## src/rtl/pcm_tdm_pkg.sv

```systemverilog
`timescale 1ns/1ps
package pcm_tdm_pkg;
  localparam int FRAME_BITS = 256;
  localparam int SMP_W      = 16;
  localparam int NARROW_W   = 8;
  localparam int WIDE_W     = 16;
  localparam int BIT_W      = $clog2(FRAME_BITS);
  localparam int CNT_W      = BIT_W + 1;
  localparam int NARROW_LG  = $clog2(NARROW_W);
  localparam int WIDE_LG    = $clog2(WIDE_W);
  localparam int SLOT_W     = BIT_W - NARROW_LG;
  localparam int IDX_W      = WIDE_LG;

  typedef struct packed {
    logic              load;
    logic              drive;
    logic              driveOn;
    logic [SLOT_W-1:0] driveSlot;
    logic [IDX_W-1:0]  driveIdx;
    logic              sample;
    logic [SLOT_W-1:0] sampSlot;
    logic [IDX_W-1:0]  sampIdx;
    logic              sampLast;
    logic              rxBit;
  } pcm_strobe_t;

  function automatic logic [SLOT_W-1:0] slotOf(input logic [BIT_W-1:0] b, input logic lin);
    return lin ? SLOT_W'(b >> WIDE_LG) : SLOT_W'(b >> NARROW_LG);
  endfunction

  function automatic logic [IDX_W-1:0] idxOf(input logic [BIT_W-1:0] b, input logic lin);
    return lin ? IDX_W'(b[WIDE_LG-1:0]) : IDX_W'(b[NARROW_LG-1:0]);
  endfunction

  function automatic logic isLast(input logic [IDX_W-1:0] k, input logic lin);
    return k == (lin ? IDX_W'(WIDE_W - 1) : IDX_W'(NARROW_W - 1));
  endfunction
endpackage

```

## src/rtl/pcm_bclk_gen.sv

```systemverilog
`timescale 1ns/1ps
module pcm_bclk_gen
  import pcm_tdm_pkg::*;
#(
  parameter int HALF_DIV = 6
) (
  input  logic clk,
  input  logic rstN,
  input  logic enable,
  output logic bclk,
  output logic sync
);
  localparam int DIV_W = $clog2(HALF_DIV + 1);
  localparam logic [BIT_W-1:0] LAST_POS = BIT_W'(FRAME_BITS - 1);

  logic [DIV_W-1:0] divCnt;
  logic [BIT_W-1:0] bitPos;
  logic [BIT_W-1:0] nextPos;

  assign nextPos = (bitPos == LAST_POS) ? '0 : bitPos + 1'b1;

  always_ff @(posedge clk or negedge rstN) begin
    if (!rstN) begin
      divCnt <= '0;
      bclk   <= 1'b0;
      sync   <= 1'b0;
      bitPos <= LAST_POS;
    end else if (!enable) begin
      divCnt <= '0;
      bclk   <= 1'b0;
      sync   <= 1'b0;
      bitPos <= LAST_POS;
    end else if (divCnt == DIV_W'(HALF_DIV - 1)) begin
      divCnt <= '0;
      bclk   <= ~bclk;
      if (!bclk) begin
        bitPos <= nextPos;
        sync   <= (nextPos == LAST_POS);
      end
    end else begin
      divCnt <= divCnt + 1'b1;
    end
  end
endmodule

```

## src/rtl/pcm_tdm_ctrl.sv

```systemverilog
`timescale 1ns/1ps
module pcm_tdm_ctrl
  import pcm_tdm_pkg::*;
(
  input  logic        clk,
  input  logic        rstN,
  input  logic        powerDown,
  input  logic        linearMode,
  input  logic        bclkSrc,
  input  logic        syncSrc,
  input  logic        serInSrc,
  output pcm_strobe_t stb
);
  localparam logic [CNT_W-1:0] END_CNT = CNT_W'(FRAME_BITS);

  logic             bclkR, bclkQ, syncR, serInR;
  logic             syncSeen, framed;
  logic [CNT_W-1:0] curBit;
  logic [CNT_W-1:0] nextBit;
  logic             rise, fall;

  assign rise = bclkR & ~bclkQ;
  assign fall = ~bclkR & bclkQ;

  always_comb begin
    if (syncSeen)              nextBit = '0;
    else if (curBit == END_CNT) nextBit = curBit;
    else                       nextBit = curBit + 1'b1;
  end

  always_ff @(posedge clk or negedge rstN) begin
    if (!rstN) begin
      bclkR    <= 1'b0;
      bclkQ    <= 1'b0;
      syncR    <= 1'b0;
      serInR   <= 1'b0;
      syncSeen <= 1'b0;
      framed   <= 1'b0;
      curBit   <= END_CNT;
    end else if (powerDown) begin
      bclkR    <= 1'b0;
      bclkQ    <= 1'b0;
      syncR    <= 1'b0;
      serInR   <= 1'b0;
      syncSeen <= 1'b0;
      framed   <= 1'b0;
      curBit   <= END_CNT;
    end else begin
      bclkR  <= bclkSrc;
      bclkQ  <= bclkR;
      syncR  <= syncSrc;
      serInR <= serInSrc;
      if (fall && syncR) syncSeen <= 1'b1;
      if (rise) begin
        curBit <= nextBit;
        if (syncSeen) begin
          framed   <= 1'b1;
          syncSeen <= 1'b0;
        end
      end
    end
  end

  always_comb begin
    stb.load      = rise & syncSeen;
    stb.drive     = rise;
    stb.driveOn   = (syncSeen | framed) & (nextBit < END_CNT);
    stb.driveSlot = slotOf(nextBit[BIT_W-1:0], linearMode);
    stb.driveIdx  = idxOf(nextBit[BIT_W-1:0], linearMode);
    stb.sample    = fall & framed & (curBit < END_CNT);
    stb.sampSlot  = slotOf(curBit[BIT_W-1:0], linearMode);
    stb.sampIdx   = idxOf(curBit[BIT_W-1:0], linearMode);
    stb.sampLast  = isLast(stb.sampIdx, linearMode);
    stb.rxBit     = serInR;
  end
endmodule

```

## src/rtl/pcm_tdm_datapath.sv

```systemverilog
`timescale 1ns/1ps
module pcm_tdm_datapath
  import pcm_tdm_pkg::*;
#(
  parameter int NUM_RX = 2
) (
  input  logic                          clk,
  input  logic                          rstN,
  input  logic                          powerDown,
  input  logic                          linearMode,
  input  pcm_strobe_t                   stb,
  input  logic [NUM_RX-1:0][SLOT_W-1:0] rxSlot,
  input  logic [SLOT_W-1:0]             txSlot,
  input  logic [SMP_W-1:0]              txSample,
  output logic                          serOut,
  output logic                          serOe,
  output logic [NUM_RX-1:0][SMP_W-1:0]  rxData,
  output logic [NUM_RX-1:0]             rxReady
);
  logic [SMP_W-1:0] txHold;
  logic [SMP_W-1:0] txNow;
  logic             txHit;
  logic [IDX_W-1:0] bitSel;

  assign txNow  = stb.load ? txSample : txHold;
  assign txHit  = stb.driveOn & (stb.driveSlot == txSlot);
  assign bitSel = linearMode ? (IDX_W'(WIDE_W - 1) - stb.driveIdx)
                             : (IDX_W'(NARROW_W - 1) - stb.driveIdx);

  always_ff @(posedge clk or negedge rstN) begin
    if (!rstN) begin
      txHold <= '0;
      serOut <= 1'b0;
      serOe  <= 1'b0;
    end else if (powerDown) begin
      txHold <= '0;
      serOut <= 1'b0;
      serOe  <= 1'b0;
    end else if (stb.drive) begin
      if (stb.load) txHold <= txSample;
      serOe  <= txHit;
      serOut <= txHit & txNow[bitSel];
    end
  end

  for (genvar ch = 0; ch < NUM_RX; ch++) begin : g_rx
    logic [SMP_W-1:0] shiftReg;
    logic             hit;
    assign hit = stb.sample & (stb.sampSlot == rxSlot[ch]);

    always_ff @(posedge clk or negedge rstN) begin
      if (!rstN) begin
        shiftReg    <= '0;
        rxData[ch]  <= '0;
        rxReady[ch] <= 1'b0;
      end else if (powerDown) begin
        shiftReg    <= '0;
        rxData[ch]  <= '0;
        rxReady[ch] <= 1'b0;
      end else begin
        rxReady[ch] <= 1'b0;
        if (hit) begin
          if (stb.sampIdx == '0) shiftReg <= {{(SMP_W-1){1'b0}}, stb.rxBit};
          else                   shiftReg <= {shiftReg[SMP_W-2:0], stb.rxBit};
          if (stb.sampLast) begin
            rxData[ch]  <= {shiftReg[SMP_W-2:0], stb.rxBit};
            rxReady[ch] <= 1'b1;
          end
        end
      end
    end
  end
endmodule

```

## src/rtl/pcm_tdm_port.sv

```systemverilog
`timescale 1ns/1ps
module pcm_tdm_port
  import pcm_tdm_pkg::*;
#(
  parameter int HALF_DIV = 6
) (
  input  logic        clk,
  input  logic        rstN,
  input  logic        powerDown,
  input  logic        masterMode,
  input  logic        linearMode,
  input  logic [4:0]  rxSlotA,
  input  logic [4:0]  rxSlotB,
  input  logic [4:0]  txSlot,
  input  logic [15:0] txSample,
  input  logic        bclkIn,
  input  logic        syncIn,
  input  logic        serIn,
  output logic        bclkOut,
  output logic        syncOut,
  output logic        serOut,
  output logic        serOe,
  output logic [15:0] rxDataA,
  output logic        rxReadyA,
  output logic [15:0] rxDataB,
  output logic        rxReadyB
);
  pcm_strobe_t              stb;
  logic [1:0][SLOT_W-1:0]   rxSlotVec;
  logic [1:0][SMP_W-1:0]    rxDataVec;
  logic [1:0]               rxReadyVec;

  pcm_bclk_gen #(.HALF_DIV(HALF_DIV)) u_gen (
    .clk    (clk),
    .rstN   (rstN),
    .enable (masterMode & ~powerDown),
    .bclk   (bclkOut),
    .sync   (syncOut)
  );

  pcm_tdm_ctrl u_ctrl (
    .clk        (clk),
    .rstN       (rstN),
    .powerDown  (powerDown),
    .linearMode (linearMode),
    .bclkSrc    (masterMode ? bclkOut : bclkIn),
    .syncSrc    (masterMode ? syncOut : syncIn),
    .serInSrc   (serIn),
    .stb        (stb)
  );

  assign rxSlotVec = {rxSlotB, rxSlotA};

  pcm_tdm_datapath #(.NUM_RX(2)) u_dp (
    .clk        (clk),
    .rstN       (rstN),
    .powerDown  (powerDown),
    .linearMode (linearMode),
    .stb        (stb),
    .rxSlot     (rxSlotVec),
    .txSlot     (txSlot),
    .txSample   (txSample),
    .serOut     (serOut),
    .serOe      (serOe),
    .rxData     (rxDataVec),
    .rxReady    (rxReadyVec)
  );

  assign rxDataA  = rxDataVec[0];
  assign rxDataB  = rxDataVec[1];
  assign rxReadyA = rxReadyVec[0];
  assign rxReadyB = rxReadyVec[1];
endmodule

```

## config.mk

```make
export PLATFORM = sky130hd
export DESIGN_NAME = pcm_tdm_port
export DESIGN_NICKNAME = d
export VERILOG_FILES = /design/src/rtl/pcm_tdm_pkg.sv /design/src/rtl/pcm_bclk_gen.sv /design/src/rtl/pcm_tdm_ctrl.sv /design/src/rtl/pcm_tdm_datapath.sv /design/src/rtl/pcm_tdm_port.sv
export SDC_FILE = /design/constraint.sdc
export NUM_CORES = 1
export LEC_CHECK = 0
export ABC_CLOCK_PERIOD_IN_PS = 7160
export BUFFER_PORTS_ARGS = -buffer_cell sky130_fd_sc_hd__buf_2
export CELL_PAD_IN_SITES_DETAIL_PLACEMENT = 1
export CELL_PAD_IN_SITES_GLOBAL_PLACEMENT = 1
export CORE_MARGIN = 3
export CORE_UTILIZATION = 36
export DETAILED_ROUTE_END_ITERATION = 10
export PLACE_DENSITY_LB_ADDON = 0.1
export SLEW_MARGIN = 20
export SYNTH_ARGS = -nofsm -noshare
export SYNTH_HDL_FRONTEND = slang
export SYNTH_SLANG_ARGS = --single-unit
```

## constraint.sdc

```tcl
create_clock -name clk -period 7.16 [get_ports clk]
set_input_delay 0.716 -clock clk [delete_from_list [all_inputs] [get_ports clk]]
set_output_delay 0.716 -clock clk [all_outputs]
set_load 0.02 [all_outputs]
```

==> results of run 1 <==
critical path, delay by kind of cell:
kind                   cells  cell delay [ns]
AO/OA/AOI/OAI              2             0.30
AND/OR/NAND/NOR            4             2.04
buffers and inverters      2             0.75
routing by layer:
metal / global-route usage [%] / wire length [um] / vias to the layer above
li1: - / - / 2222
met1: 27.03 / 7715 / 2347
met2: 27.42 / 6937 / 72
met3: 2.489 / 459 / 13
met4: 5.893 / 203 / 0
met5: 0 / 0 / -
area by class of cell:
cell class | count | area (um2)
sequential | 110 | 2764
timing repair buffer | 81 | 420.4
inverter | 12 | 45.04
clock inverter | 5 | 66.31
tap | 211 | 264.0
fill | 1777 | 8798
clock buffer | 10 | 239.0
multi-input combinational | 438 | 2661
Yosys cell counts, types with 2 or more instances:
master / instances
nor4bb_1: 2
xnor2_1: 12
nand3b_1: 2
dfrtp_1: 101
a31oi_1: 2
a211o_1: 2
and2_1: 3
a21o_1: 2
o21ai_1: 2
ha_1: 4
clkbuf_1: 30
and4_1: 3
dfstp_2: 9
nand2b_1: 15
a311oi_1: 2
buf_2: 7
mux2i_1: 28
o31ai_1: 3
nand4_1: 6
mux2_2: 3
nor4_1: 3
a21oi_1: 72
a22o_1: 16
nor3_1: 7
nor2_1: 38
a221oi_1: 2
o21ai_0: 21
nand2_1: 80
and3_1: 16
a211oi_1: 4
nor4b_1: 2
or4_1: 4
inv_1: 11
xor2_1: 9
nand3_1: 39
nor4_4: 2
nor2b_1: 8
buf_6: 2
buf_4: 3
o211ai_1: 5
layout by cell type (no fill, tap or decap), types with 4 or more instances in the layout:
master,n
dfrtp_1,101
nand2_1,80
buf_2,75
a21oi_1,71
nand3_1,39
nor2_1,38
mux2i_1,28
o21ai_0,21
and3_1,16
a22o_1,16
nand2b_1,15
xnor2_1,12
inv_1,11
xor2_1,9
clkbuf_16,9
dfstp_2,9
nor2b_1,8
nor3_1,7
nand4_1,6
buf_4,6
o211ai_1,5
a211oi_1,4
or4_1,4
ha_1,4
path summary, 6_finish.rpt:
| check | cells past startpoint | slack [ns] | startpoint | endpoint |
|---|---|---|---|---|
| min in group clk | 1 | 0.49 | u_gen.divCnt[0] | u_gen.divCnt[0] |
| worst min-delay path | 1 | 0.37 | rstN | u_dp.rxData[9] |
| worst max register to register | 5 | 3.74 | u_ctrl.bclkR | u_dp.rxData[18] |
| worst min register to register | 1 | 0.49 | u_gen.divCnt[0] | u_gen.divCnt[0] |
| max in group asynchronous | 2 | 5.52 | rstN | u_dp.txHold[4] |
| worst max-delay path | 8 | 3.60 | linearMode | u_dp.rxData[7] |
registers in the layout (all words and copies together) (netlist names), 2 cells and up:
register	cells
u_dp.rxData	32
u_dp.g_rx.shiftReg	30
u_dp.txHold	16
u_ctrl.curBit	9
u_gen.bitPos	8
u_gen.divCnt	3
u_dp.rxReady	2
stage by stage:
| step | std cells | setup WS [ns] | instance area, um2 |
|---|---|---|---|
| 6_report | 867 | 3.605 | 6460 |
| 5_1_grt | 867 | 3.297 | 6460 |
| 4_1_cts | 867 | 3.606 | 6456 |
| 3_5_place_dp | 852 | 3.234 | 6151 |
| 3_3_place_gp | 852 | 3.334 | 6143 |
| 2_1_floorplan | 603 | 4.684 | 5653 |
cell families after synthesis:
logic type / share of synthesized area (%)
mux: 5.556
fa+ha+maj: 0.8854
simple gates: 21.14
buf+inv: 4.294
flops: 48.89
compound gates: 15.98
xor+xnor: 3.254
report_power, final:
part	total (mW)	switching (mW)	leakage [nW]	internal (mW)
Combinational	0.0823	0.0567	1.20	0.0256
Clock	0.523	0.239	0.147	0.284
Sequential	0.628	0.00447	1.50	0.624
==> metrics.md, run 1 <==
| Metric | Value |
|---|---|
| Status | finished clean |
| Yosys reg bits | 110 |
| Area delta synth->final | 14.28% |
| First-pass GRT wire length | 25870 um |
| Worst min path class | primary input to async pin |
| Clock Latency Late Sink | 0.35 ns |
| RSZ-0062 raised after global routing | no |
| First-pass detailed-route iteration total | 4 |
| H-tree levels | 3 |
| F_max | 281.3 MHz |
| Routability Congestion | 0.8494 |
| Critical Path Source Type | primary input |
| Total number of vias | 4654 |
| Worst EP arrival | 3.83 ns |
| Post-layout util | 42.34% |
| Setup Skew | 0.01092 ns |
| DRC viols | 0 |
| WS Path Type | primary input to flop |
| Vias in the first global route | 4854 |
| Main synth FF type | dfrtp_1 |
| Final net count | 695 |
| Final Hold Fails | 0 |
| Synthesis Warnings | 0 |
| ANT cells | 0 |
| Resize count post-CTS | 0 |
| Port bufs | 76 |
| Top cell type's share of synthesized area | 44.71% |
| Static Leak | 2.849 nW |
| Row Count | 45 |
| CTS Sinks | 110 |
| Post-synthesis cell type count | 61 |
| Cells along the critical path | buf_2, clkinv_1, nor3_1, a31oi_1, nor4_4, and2_0, nand2_1, a21oi_1 |
| Clock transition time at the flip-flop clock pins of the worst setup and hold paths | 0.08 ns |
| Cell taking the most area after synthesis | dfrtp_1 |
| Final ANT Viol Nets | 0 |
| Endpoint class of the critical path | flop |
| Remaining Overflow, GRT | 0 |
| Syn nets | 646 |
| Overall routed net length | 15320 um |
| Antenna violations before repair | 0 |
| Post-layout minimum cycle time | 3.555 ns |
| Syn Area/Cell | 9.375 um2 |
| CTS max path bufs | 2 |
| Total power | 1.233 mW |
| Crit Path Max Fanout | 21 |
| Boundary pin count | 77 |
| Setup TNS | 0 ns |
| CP max stage cell | nor4_4 |
| Sequential fraction of the synthesis area | 48.89% |
| Actual slew at the worst max-slew pin | 0.9915 ns |
| Period utilization | 49.66% |
| Num CTS Buffers | 9 |
| Final setup vio count | 0 |
| Max-Cap Viols | 0 |
| Global Route Usage Sum | 18.17% |
| Die Ht | 131.3 um |
| Crit path largest cell delay | 0.87 ns |
| Synth top area cells | dfrtp_1 (45%), a21oi_1 (6.4%), nand2_1 (5.3%) |
| Initial DRC Count | 306 |
| Core area | 15260 um2 |
| CTS Hold Bufs | 0 |
| Worst hold margin | 0.3700 ns |
| Post-CTS repair timing setup buffer count | 0 |
| Die ar. | 17240 um2 |
| Max VDD drop | 0.1008 mV |
| Die width | 131.3 um |
| Synth Instances | 603 |
| Critical Path RT | 7.43 ns |
| Largest net degree at the start of global routing | 80 |
| Wire per inst | 17.67 um |
| Post-detail-place hpwl | 10200 um |
| Root Driver | clkbuf_16 |
| Number of synthesized flops with an enable pin | 0 |
| Via density | 5.368 |
| PwrDens | 190.8 nW/um2 |
| Initial Utilization | 37.05% |
| Asr flop ratio synth | 100.0% |
| Max Slew Vio Count | 0 |
| Share of cells above drive strength 1 | 17.68% |
| CTS tree | done |
| Slew headroom | 33.90% |
| Area of the mapped netlist | 5653 um2 |
Power figures use the tool's default switching activity.
==> inputs of run 2 (changes only) <==
- ABC_CLOCK_PERIOD_IN_PS: 7160 -> 3100
- clock period: 7.16 -> 3.1 ns (I/O delays scaled with it)
==> run 2 against run 1 <==
- global-route usage down 0.29 points
- design area up 1.0%
- first-iteration DRC count down 45%
- sequential power up 130%
- power up 130%
- count of clock-buffer cells in the layout unchanged
- worst hold slack worse by 0.28 ns
- clock skew about the same
- largest cell class unchanged
==> metrics.md, run 2 (synthesized netlist as in run 1, its figures left out) <==
| Metric | Value |
|---|---|
| Die ar. | 17240 um2 (unchanged) |
| Post-detail-place hpwl | 10430 um (+2.2%) |
| WS Path Type | flop to flop |
| Post-layout minimum cycle time | 2.672 ns |
| CTS Hold Bufs | 0 (unchanged) |
| Boundary pin count | 77 (unchanged) |
| Wire per inst | 17.41 um (-1.5%) |
| Num CTS Buffers | 9 (unchanged) |
| Most common cell after layout, fill and taps aside | dfrtp_1 |
| Max FFs per register | 32 (unchanged) |
| Final Hold Fails | 0 (unchanged) |
| Reg2Reg Setup Slack | 0.43 ns (-3.31 ns) |
| Critical Path RT | 3.33 ns (-4.10 ns) |
| Seq. cell area | 2764 um2 (unchanged) |
| First-pass GRT wire length | 25460 um (-1.6%) |
| Max VDD drop | 0.2349 mV (+130%) |
| Most frequent cells in the layout | dfrtp_1 (101), nand2_1 (80), buf_2 (75) |
| H-tree levels | 3 (unchanged) |
| Max Slew Vio Count | 0 (unchanged) |
| Setup TNS | 0 ns (unchanged) |
| PwrDens | 434.0 nW/um2 (+130%) |
| CTS Sinks | 110 (unchanged) |
| Overall routed net length | 15270 um (-0.33%) |
| Root Driver | clkbuf_16 |
| Finished layout cell area | 6528 um2 (+1.0%) |
| Worst EP arrival | 2.91 ns (-0.92 ns) |
| Port bufs | 76 (unchanged) |
| CTS max path bufs | 2 (unchanged) |
| Largest net degree at the start of global routing | 75 (-6.3%) |
| Actual slew at the worst max-slew pin | 0.9276 ns (-0.06388 ns) |
| Clock Latency Late Sink | 0.35 ns (about the same) |
| Setup Skew | 0.01126 ns (+0.0003386 ns) |
| Initial DRC Count | 168 (-45%) |
| Antenna violations before repair | 0 (unchanged) |
| CTS tree | done |
| Post-DP Area | 6231 um2 (+1.3%) |
| Post-CTS repair timing setup buffer count | 0 (unchanged) |
| Fillers | 1777 (unchanged) |
| Worst min path class | primary input to async pin |
| Die width | 131.3 um (unchanged) |
| Area delta synth->final | 15.47% |
| DRC viols | 0 (unchanged) |
| Vias in the first global route | 4872 (+0.37%) |
| Regs by FF count | u_dp.rxData (32), u_dp.g_rx.shiftReg (30), u_dp.txHold (16) |
| Max-Cap Viols | 0 (unchanged) |
| Worst hold margin | 0.08983 ns (-0.2802 ns) |
| Largest Register | u_dp.rxData |
| Multi-input gate area | 2650 um2 (-0.42%) |
| Routability Congestion | 0.8462 (-0.38%) |
| Die Ht | 131.3 um (unchanged) |
| Post-layout util | 42.78% (+0.44 points) |
| Total number of vias | 4711 (+1.2%) |
| Final net count | 705 (+1.4%) |
| Core area | 15260 um2 (unchanged) |
| RSZ-0062 raised after global routing | no |
| Slew headroom | 38.16% (+4.3 points) |
| Resize count post-CTS | 0 (unchanged) |
| Initial Utilization | 37.05% (unchanged) |
| Row Count | 45 (unchanged) |
| Final ANT Viol Nets | 0 (unchanged) |
| Clock transition time at the flip-flop clock pins of the worst setup and hold paths | 0.08 ns (about the same) |
| Static Leak | 2.907 nW (+2.0%) |
| Status | finished clean |
| Remaining Overflow, GRT | 0 (unchanged) |
| Via density | 5.372 (about the same) |
| Critical Path Source Type | flop |
| Final setup vio count | 0 (unchanged) |
| Period utilization | 86.19% |
| F_max | 374.2 MHz |
| ANT cells | 0 (unchanged) |
| Crit Path Max Fanout | 10 (-52%) |
| Global Route Usage Sum | 17.87% (-0.29 points) |
| Endpoint class of the critical path | flop |
| First-pass detailed-route iteration total | 4 (unchanged) |
| Share of cells above drive strength 1 | 18.77% (+1.1 points) |
run 2: area by class of cell:
type                            count  area share (%)
Sequential cell                   110           42.34
Multi-Input combinational cell    438           40.60
Timing Repair Buffer               91           7.782
Tap cell                          211           4.044
Clock buffer                       10           3.661
Clock inverter                      5          0.8817
Inverter                           12          0.6901
run 2: worst paths after layout:
check                                  from              end  cells past startpoint
min in group clk                txSample[6]   u_dp.txHold[6]                      2
max                        u_ctrl.curBit[0]      u_dp.serOut                      9
max in group asynchronous              rstN  u_dp.rxData[26]                      2
min reg2reg                 u_gen.divCnt[0]  u_gen.divCnt[0]                      1
min                                    rstN  u_dp.rxData[12]                      1
max reg2reg                u_ctrl.curBit[0]      u_dp.serOut                      9
run 2: per-layer routing:
metal	global-route usage, %	share of wire [%]	vias to the layer above
met5	0	0	-
met4	4.434	0.87	0
met3	3.254	3.7	7
met2	28.69	47	75
met1	25.17	49	2388
li1	-	-	2241
run 2: worst max-delay path, cell delays in order (launching register included):
cell and delay [ns]:
dfrtp_1 0.48, inv_1 0.16, ha_1 0.21, or4bb_1 0.44, o21ai_1 0.22, and3_1 0.36, mux2i_1 0.28, a31oi_1 0.12
a21oi_1 0.20, a2bb2oi_2 0.08
run 2: stage by stage:
step	power, mW	instances	worst slack (ns)
final	2.833	877	0.4280
after global routing	2.968	877	0.2294
after CTS	2.878	877	0.4335
after detailed placement	1.678	862	0.4172
after global placement	1.671	862	0.6329
after floorplan	1.577	603	0.8117
run 2: where the power goes:
part	leakage, nW	internal (mW)	switching (mW)
combinational	1.25	0.0647	0.132
sequential	1.50	1.44	0.00923
clock	0.149	0.648	0.538
total	2.91	2.15	0.679
==> inputs of run 3 (changes only) <==
- CORE_UTILIZATION: 36 -> 30
- RECOVER_POWER: unset -> 50
==> run 3 against run 2 <==
- global-route usage down 1.5 points
- final cell count up 2.2%
- die area up 19%
- register-to-register slack about the same
- the run now ends with max-capacitance violations, max-slew violations left
- sequential share of layout area up 0.12 points
- clock skew up 0.0019 ns
- core utilization down 7.0 points
==> metrics.md, run 3 (synthesized netlist as in run 1, its figures left out) <==
| Metric | Value |
|---|---|
| Status | finished with violations |
| Failing checks | max-capacitance violations, max-slew violations |
| Post-CTS repair timing setup buffer count | 0 (unchanged) |
| Routability Congestion | 0.8302 (-1.9%) |
| Bufs and invs on worst path | 1 (unchanged) |
| Max FFs per register | 32 (unchanged) |
| Num CTS Buffers | 9 (unchanged) |
| Final ANT Viol Nets | 0 (unchanged) |
| CTS Sinks | 110 (unchanged) |
| Max VDD drop | 0.2707 mV (+15%) |
| CTS tree | done |
| Critical Path Source Type | flop |
| Setup TNS | 0 ns (unchanged) |
| PwrDens | 432.6 nW/um2 (-0.32%) |
| Clock Latency Late Sink | 0.36 ns (about the same) |
| Row Count | 49 (+8.9%) |
| RSZ-0062 raised after global routing | no |
| Period utilization | 86.40% (+0.20 points) |
| Finished layout cell area | 6509 um2 (-0.29%) |
| Overall routed net length | 16220 um (+6.2%) |
| Die Ht | 143.3 um (+9.1%) |
| Regs by FF count | u_dp.rxData (32), u_dp.g_rx.shiftReg (30), u_dp.txHold (16) |
| First-pass GRT wire length | 26970 um (+5.9%) |
| F_max | 373.4 MHz (-0.23%) |
| Die width | 143.3 um (+9.1%) |
| Actual slew at the worst max-slew pin | 2.530 ns (+1.602 ns) |
| Clock transition time at the flip-flop clock pins of the worst setup and hold paths | 0.08 ns (about the same) |
| Core area | 18210 um2 (+19%) |
| WHS Path Cells | 2 |
| Area delta synth->final | 15.14% |
| Slew headroom | -68.65% (-110 points) |
| Post-detail-place hpwl | 11080 um (+6.2%) |
| Non-filler cells in the finished layout | 896 (+2.2%) |
| Post-layout minimum cycle time | 2.678 ns (+0.006260 ns) |
| Final setup vio count | 0 (unchanged) |
| Setup Skew | 0.01314 ns (+0.001876 ns) |
| Remaining Overflow, GRT | 0 (unchanged) |
| Global Route Usage Sum | 16.39% (-1.5 points) |
| Most frequent cells in the layout | dfrtp_1 (101), nand2_1 (80), a21oi_1 (72) |
| CTS max path bufs | 2 (unchanged) |
| HP Start | serIn |
| Family with the most delay on the worst path | simple AND/OR/NAND/NOR gates |
| Most common cell after layout, fill and taps aside | dfrtp_1 |
| Port bufs | 76 (unchanged) |
| CP max stage cell | nor4bb_1 |
| Final Hold Fails | 0 (unchanged) |
| Share of cells above drive strength 1 | 16.49% (-2.3 points) |
| Critical Path RT | 3.34 ns (about the same) |
| Worst min path class | primary input to flop |
| Total number of vias | 4692 (-0.40%) |
| Crit Path Max Fanout | 10 (unchanged) |
| DRC viols | 0 (unchanged) |
| Max-Cap Viols | 1 (+1) |
| Crit path largest cell delay | 0.53 ns (+0.05 ns) |
| Reg2Reg Setup Slack | 0.42 ns (about the same) |
| Cells along the critical path | inv_1, ha_1, nor4bb_1, nand3_1, and3_1, mux2i_1, o21ai_0, o221ai_1, a2bb2oi_2 |
| # placed instances | 880 (+2.1%) |
| Die ar. | 20530 um2 (+19%) |
| Static Leak | 2.831 nW (-2.6%) |
| Largest net degree at the start of global routing | 111 (+48%) |
| Reg2reg start | u_ctrl.curBit[0] |
| Initial DRC Count | 209 (+24%) |
| RR Endpoint | u_dp.serOut |
| Vias in the first global route | 5035 (+3.3%) |
| Hold Crit Endpoint | u_ctrl.serInR |
| H-tree levels | 3 (unchanged) |
| CTS Hold Bufs | 0 (unchanged) |
| Via density | 5.237 (-2.5%) |
| Boundary pin count | 77 (unchanged) |
| WS Path Type | flop to flop |
| Fillers | 2117 (+19%) |
| First-pass detailed-route iteration total | 4 (unchanged) |
| Antenna violations before repair | 0 (unchanged) |
| Root Driver | clkbuf_16 |
| Largest Register | u_dp.rxData |
| Resize count post-CTS | 0 (unchanged) |
| Max Slew Vio Count | 111 (+111) |
| Initial Utilization | 31.05% (-6.0 points) |
| Final net count | 705 (unchanged) |
| Endpoint class of the critical path | flop |
| ANT cells | 0 (unchanged) |
| R2r worst-path depth | 9 (unchanged) |
| Post-DP Area | 6254 um2 (+0.36%) |
| Worst EP arrival | 2.92 ns (about the same) |
| Wire per inst | 18.10 um (+4.0%) |
-- run 3: per-layer routing --
layer  wire, um  GRT usage (%)  vias to the layer above
met5          0              0                        -
met4        251          5.451                        0
met3        383          1.942                       17
met2       7490          25.94                       70
met1       8094          23.41                     2359
li1           -              -                     2246
-- run 3: stage by stage --
step	utilization [%]	power (mW)	setup slack (ns)	hold WS [ns]
after floorplan	-	1.577	0.8117	0.01441
after detailed placement	34.34	1.679	0.4558	0.4564
after global placement	34.34	1.675	0.5741	0.4487
after CTS	35.94	2.871	0.4253	0.06355
final	35.75	2.816	0.4217	0.1737
after global routing	35.75	2.942	0.2181	0.1798
-- run 3: worst max-delay path by stage --
stage | cells after the start | end | startpoint | slack, ns
after floorplan | 11 | u_dp.serOut | u_ctrl.curBit[0] | 0.81
after global placement | 9 | u_dp.serOut | u_ctrl.curBit[0] | 0.57
after detailed placement | 9 | u_dp.serOut | u_ctrl.curBit[0] | 0.46
after CTS | 9 | u_dp.serOut | u_ctrl.curBit[0] | 0.43
after global routing | 9 | u_dp.serOut | u_ctrl.curBit[0] | 0.22
final | 9 | u_dp.serOut | u_ctrl.curBit[0] | 0.42
-- run 3: report_power, final --
part | switching (mW) | internal, mW
Clock | 0.603 | 0.571
Sequential | 0.00994 | 1.44
Combinational | 0.132 | 0.0608
-- run 3: layout make-up --
class / count / area (um2) / share of cell area, %
Inverter: 12 / 45.04 / 0.6920
Clock inverter: 6 / 62.56 / 0.9612
Clock buffer: 10 / 229.0 / 3.518
Tap cell: 229 / 286.5 / 4.402
Timing Repair Buffer: 91 / 471.7 / 7.247
Sequential cell: 110 / 2764 / 42.46
Multi-Input combinational cell: 438 / 2650 / 40.72
